$ cat src/rtl/phase_flip_divider.sv
`timescale 1ns/1ps
module phase_flip_divider #(
  parameter int LINE_CYC    = 851,
  parameter int SYNC_STAGES = 2
) (
  input  logic clk_mck,
  input  logic rst_n,
  input  logic run_en,
  input  logic hsync_in,
  input  logic vsync_in,
  output logic sys_ce,
  output logic line_odd,
  output logic line_start
);

  localparam int CW = (LINE_CYC > 1) ? $clog2(LINE_CYC) : 1;
  localparam logic [CW-1:0] LAST = CW'(LINE_CYC - 1);

  logic [SYNC_STAGES-1:0] hs_sh, vs_sh;
  logic hs_d, vs_d;
  logic div_ph, v_armed, aligned;
  logic [CW-1:0] cnt;
  logic h_rise, v_rise, resync, next_odd, hold, wrap;

  always_ff @(posedge clk_mck or negedge rst_n) begin
    if (!rst_n) begin
      hs_sh <= '0;
      vs_sh <= '0;
      hs_d  <= 1'b0;
      vs_d  <= 1'b0;
    end else begin
      hs_sh <= {hs_sh[SYNC_STAGES-2:0], hsync_in};
      vs_sh <= {vs_sh[SYNC_STAGES-2:0], vsync_in};
      hs_d  <= hs_sh[SYNC_STAGES-1];
      vs_d  <= vs_sh[SYNC_STAGES-1];
    end
  end

  assign h_rise   = run_en & hs_sh[SYNC_STAGES-1] & ~hs_d;
  assign v_rise   = run_en & vs_sh[SYNC_STAGES-1] & ~vs_d;
  assign resync   = h_rise & v_armed;
  assign next_odd = ~resync & ~line_odd;
  assign hold     = h_rise & next_odd;
  assign wrap     = div_ph & (cnt == LAST);
  assign sys_ce   = div_ph;

  always_ff @(posedge clk_mck or negedge rst_n) begin
    if (!rst_n)       div_ph <= 1'b0;
    else if (!run_en) div_ph <= 1'b0;
    else if (!hold)   div_ph <= ~div_ph;
  end

  always_ff @(posedge clk_mck or negedge rst_n) begin
    if (!rst_n)       line_odd <= 1'b0;
    else if (!run_en) line_odd <= 1'b0;
    else if (h_rise)  line_odd <= next_odd;
  end

  always_ff @(posedge clk_mck or negedge rst_n) begin
    if (!rst_n) begin
      v_armed <= 1'b0;
      aligned <= 1'b0;
    end else if (!run_en) begin
      v_armed <= 1'b0;
      aligned <= 1'b0;
    end else begin
      if (v_rise)      v_armed <= 1'b1;
      else if (resync) v_armed <= 1'b0;
      if (resync)      aligned <= 1'b1;
    end
  end

  always_ff @(posedge clk_mck or negedge rst_n) begin
    if (!rst_n)       cnt <= '0;
    else if (!run_en) cnt <= '0;
    else if (resync)  cnt <= '0;
    else if (div_ph)  cnt <= wrap ? '0 : cnt + CW'(1);
  end

  always_ff @(posedge clk_mck or negedge rst_n) begin
    if (!rst_n) line_start <= 1'b0;
    else        line_start <= run_en & (resync | (aligned & wrap));
  end

  a_r1_toggle: assert property (@(posedge clk_mck) disable iff (!rst_n)
    (run_en && !hold) |=> (sys_ce != $past(sys_ce)));

  a_r2_hold_once: assert property (@(posedge clk_mck) disable iff (!rst_n)
    hold |=> (sys_ce == $past(sys_ce)) && !hold);

  a_r3_parity_stable: assert property (@(posedge clk_mck) disable iff (!rst_n)
    (run_en && !h_rise) |=> $stable(line_odd));

  a_r4_resync_strobe: assert property (@(posedge clk_mck) disable iff (!rst_n)
    resync |=> line_start && !line_odd);

  a_r6_stopped: assert property (@(posedge clk_mck) disable iff (!rst_n)
    !run_en |=> !sys_ce && !line_start && !line_odd);

endmodule

$ cat config.mk
export PLATFORM = sky130hd
export DESIGN_NAME = phase_flip_divider
export DESIGN_NICKNAME = d
export VERILOG_FILES = /design/src/rtl/phase_flip_divider.sv
export SDC_FILE = /design/constraint.sdc
export NUM_CORES = 1
export LEC_CHECK = 0
export CAP_MARGIN = 20
export CORE_MARGIN = 2
export CORE_UTILIZATION = 53
export DETAILED_ROUTE_END_ITERATION = 16
export DONT_BUFFER_PORTS = 1
export PLACE_DENSITY = 0.71
export SETUP_SLACK_MARGIN = 0.1
export SYNTH_ARGS = -nofsm -noshare
export SYNTH_HDL_FRONTEND = slang
export SYNTH_SLANG_ARGS = --single-unit
$ cat constraint.sdc
create_clock -name clk_mck -period 1.4 [get_ports clk_mck]
set_input_delay 0.07 -clock clk_mck [delete_from_list [all_inputs] [get_ports clk_mck]]
set_output_delay 0.07 -clock clk_mck [all_outputs]
set_load 0.05 [all_outputs]
# --- Yosys cells after proc, flatten, opt, wreduce, memory -nomap -nowiden ---
# Index checks and enable logic that the tools add are counted.
op_classes:
  n_addsub: 1
  eq_ne: 6
  mux: 13
  n_bitwise: 16
ops:
  columns: ["cell", "count"]
  rows:
  - ["two-way mux 10 bit", 4]
  - ["adder 10 x 1 -> 10 bit, second input constant", 1]
  - ["AND 1 bit", 10]
  - ["== test 10 bit, second input constant", 1]
  - ["two-way mux 1 bit", 9]
  - ["inequality test 3 x 1 -> 1 bit, second input constant", 2]
  - ["NOT 1 bit", 5]
  - ["inequality test 2 x 1 -> 1 bit, second input constant", 2]
  - ["inequality test 2 bit, second input constant", 1]
  - ["bitwise OR 1 bit", 1]
word_totals:
  regBits: 21
  wordCells: 46

# --- Logic depth before layout (Yosys ltp) ---
depth:
  ltp_word: 8
  mapped_depth: 7

# --- Least setup slack after synthesis ---
# No wires, ideal clock.
synth_path:
  path_kind: "register -> register"
  start: "register div_ph, in the netlist sys_ce"
  end: "register cnt[9]"
  setup_time_ps: 77
  t_arrival_ps: 1604
  t_required_ps: 1323
  setup_slack_ps: -282
  path_stages_with_launch: 6
  path_buffers: 1
  cell_sequence: "dfrtp_1 clkbuf_8 nand2b_1 o21ai_1 or3_1 a21oi_1"
synth_via:
  elab_chain_len: 5
synth_rtl:
  columns: ["element", "line", "text"]
  rows:
  - ["start, declared", "21", "logic div_ph, v_armed, aligned;"]
  - ["start signal, assigned", "50", "else if (!hold) div_ph <= ~div_ph;"]
  - ["AND 1 bit", "44", "assign wrap = div_ph & (cnt == LAST);"]
  - ["two-way mux 10 bit (2 in series)", "77", "else if (div_ph) cnt <= wrap ? '0 : cnt + CW'(1);"]
  - ["two-way mux 10 bit", "76", "else if (resync) cnt <= '0;"]
  - ["two-way mux 10 bit", "75", "else if (!run_en) cnt <= '0;"]
  - ["end signal, assigned", "77", null]
  - ["end, declared", "22", "logic [CW-1:0] cnt;"]
# Parallel ways exist; a longest one is shown, timed or not. The select of a mux whose other input is x is not followed.
# A chain may end at the register's enable or synchronous reset.

# --- Worst setup path after layout ---
layout_path:
  start: "register cnt[7]"
  end: "register cnt[1]"
layout_via:
  elab_chain_len: 6
layout_rtl:
  columns: ["element", "line"]
  rows:
  - ["== test 10 bit", "44"]
  - ["AND 1 bit", "44"]
  - ["two-way mux 10 bit (2 in series)", "77"]
  - ["two-way mux 10 bit", "76"]
  - ["two-way mux 10 bit", "75"]
# Every way passes these cells. The select of a mux whose other input is x is not followed.

==> results.ini <==
[outcome]
outcome = finished, violations left
violations = setup timing

[critical_path]
cp.arrival_ns = 1.71
path_cells = or4b_4 -> nor3_4 -> nand2b_4 -> o22ai_4
required_ns = 1.61
cp_max_fo = 5
ff2ff_setup_slack_ns = -0.10
cpPeakStageDelay_ns = 0.55
worst_path_max_delay_cell = or4b_4
start_kind = register
r2r-end = cnt[1]$_DFFE_PN0P_
cp-end-kind = register
worstSetupPathType = reg -> reg
ff2ff_path_depth = 4
r2r-start = cnt[7]$_DFFE_PN0P_

[yosys]
netlist_area_um2 = 963
avgSynthCellArea_um2 = 11.5
synth_top_family_by_area = simple AND/OR/NAND/NOR gates
synth_compound_area_share_pct = 13.0
synth_top_area_cell = dfrtp_1
synth_cell_type_count = 34
synth-simple-area-share_pct = 21.6
yosys_register_bits = 21
synth_mux_area_share_pct = 0
seq_area_frac_synth_pct = 54.5
synth_xor_xnor_area_share_pct = 4.55
synth_top_area_share_pct = 54.5
syn-instance-count = 84
ys_warn_count = 0
synth_fp_nets = 91
synth_adder_area_share_pct = 2.60
synthTopCellsByArea = dfrtp_1, a21oi_1, xor2_1, ha_1, nor2b_1

[global_route]
grt_max_degree = 22
grt_overflow_total = 0
grt_pass1_wl_um = 3260
track_usage_pct = 22.5
antenna_found_initial = 0
grt_pass1_vias = 722

[power_and_ir_drop]
switching_share_pct = 26.8
power_frac_seq_pct = 58.5
power_leakage_nw = 0.530
peakVddDrop_mv = 0.815
p_sw_mw = 0.297
total_power_mw = 1.11
p_int_mw = 0.810
powerDensity_mw_per_mm2 = 923
combPwrFrac_pct = 14.4
power_frac_clock_pct = 27.1

[drt]
ant_nets = 0
wirelength_um = 1930
dr.pass1.iters = 4
wl_per_cell_um = 14.9
drtIter0Drc = 6
vias_per_cell = 5.49
via_count = 714
drc_errors = 0

[timing]
hold_viol_final = 0
finClkSkew_ns = 0.00134
rsz0062_at_grt = yes
min_period_ns = 1.50
worstMarginPinSlew_ns = 0.963
post-route-period-util_pct = 107
maxSlewHeadroom_pct = 35.6
setup_viol = 10
setup_ws_ns = -0.101
setup-tns-final_ns = -0.675
clock.fmax_mhz = 666
drv_slew = 0

[floorplan]
ios = 8
start_util_pct = 55.8
die_h_um = 46.6
core_mm2 = 0.00173
rows = 15
die_w_um = 46.6
dieArea_mm2 = 0.00217

[clock_network]
tritoncts = built
cts_inserted_buffers = 3
cts_buffer_depth = 2
clock_latency_ns = 0.31
h-tree-depth = 1
cts-root-buf = clkbuf_4
clock_sinks = 21
path_clk_slew_ns = 0.12

[final_layout]
final_nets = 113
syn_to_final_growth_pct = 24.4
fin_area_mm2 = 0.00120
drive_gt1_share_pct = 33.3
diodes = 0
final_util_pct = 69.4

[placement]
dp_slack_ns = -0.154
numPortBuffers = 0
routabilityCongestion = 0.806
hpwl_um = 1230
placed_area_mm2 = 0.00108

[worst_hold_path]
min_to = cnt[3]$_DFFE_PN0P_
hold_path_startpoint = run_en
hold_path_class = in -> reg
hold_depth = 4

[run]
cap_viol_max_count = 0

[metal layers]
layer  share of wire [%]  GRT usage [%]  vias to the layer above
li1                    -              -                      336
met1                  44           27.4                      352
met2                  48           36.9                       19
met3                 5.3           8.24                        7
met4                 2.5           7.22                        0
met5                   0              0                        -
[synth_stat cells, drive strengths merged]
cell and instances:
buf 1, nand3 3, dfrtp 21, and2 2, xnor2 2, or2 1, or3 3, or2b 1
nor3 2, or4b 1, and2b 1, clkbuf 2, xor2 3, nand4b 1, nor2 3, and3 1
o21ai 5, o211ai 1, o22ai 2, nand2b 3, inv 1, a21oi 7, nor2b 4, ha 2
and3b 1, nand2 6, and4 1, o21a 1, o2111ai 2
[stage by stage]
step                      std cells  hold slack [ns]
after global placement          121           -0.225
after floorplan                  84           -0.226
final                           130            0.100
after detailed placement        121           -0.225
after global routing            130            0.111
after CTS                       130           0.0661
[timing repair]
| item | CTS | global route |
|---|---|---|
| gates resized for setup | 4 | 5 |
| endpoints found under the setup margin | 10 | 12 |
| hold buffers | 4 | 0 |
| pin swaps | 1 | 0 |
| setup buffers | 0 | 0 |
| hold endpoints to repair | 28 | 0 |
| cloned | 1 | 0 |
[layout by cell type, fill, tap and decap left out, types with 2 or more instances in the layout]
cell type      instances
a21oi_1                6
xor2_1                 3
clkbuf_4               3
nand2_1                6
and2_1                 2
nor2_1                 3
dlygate4sd3_1          4
xnor2_1                2
ha_1                   2
o21ai_0                4
nand3_1                2
dfrtp_1               20
buf_4                 14
nand2b_4               2
o2111ai_1              2
or3_1                  3
nor2b_1                4
[kinds of logic after synthesis]
logic type | after synthesis
simple gates | 34
buf+inv | 4
compound gates | 18
fa+ha+maj | 2
flops | 21
xor+xnor | 5
[critical path: cells and delay by family, from the launching register on]
family	cells	cell delay (ns)
simple gates	3	0.92
compound gates	1	0.08
flops	1	0.40
[layout make-up]
| type | instances | area, um^2 |
|---|---|---|
| fillers | 140 | 528 |
| well taps | 25 | 31.3 |
| repair buffers | 19 | 156 |
| clock inverters | 1 | 7.51 |
| multi-input cells | 60 | 450 |
| inverters | 1 | 3.75 |
| flip-flops and latches | 21 | 527 |
| clock buffers | 3 | 22.5 |
[power groups by stage]
stage	Sequential [mW]	Clock, mW	Combinational, mW
3_5_place_dp	0.659	0	0.130
4_1_cts	0.647	0.310	0.156
2_1_floorplan	0.675	0	0.0782
5_1_grt	0.650	0.333	0.175
3_3_place_gp	0.657	0	0.127
6_report	0.647	0.300	0.159
[how the worst max path moves through the flow]
stage / startpoint / end / slack, ns / cells past startpoint
6_report: cnt[7]$_DFFE_PN0P_ / cnt[1]$_DFFE_PN0P_ / -0.10 / 4
3_5_place_dp: cnt[7]$_DFFE_PN0P_ / cnt[1]$_DFFE_PN0P_ / -0.15 / 4
3_3_place_gp: cnt[7]$_DFFE_PN0P_ / cnt[1]$_DFFE_PN0P_ / -0.11 / 4
5_1_grt: cnt[7]$_DFFE_PN0P_ / cnt[1]$_DFFE_PN0P_ / -0.20 / 4
4_1_cts: cnt[7]$_DFFE_PN0P_ / cnt[1]$_DFFE_PN0P_ / -0.12 / 4
2_1_floorplan: cnt[7]$_DFFE_PN0P_ / cnt[1]$_DFFE_PN0P_ / -0.09 / 5
[state kept, by name, summed over array words and instances, names as in the netlist]
register	count
cnt	10
hs_sh	2
vs_sh	2
aligned	1
hs_d	1
line_odd	1
line_start	1
sys_ce	1
v_armed	1
vs_d	1
Note: power is estimated with default switching activity, not from simulation.
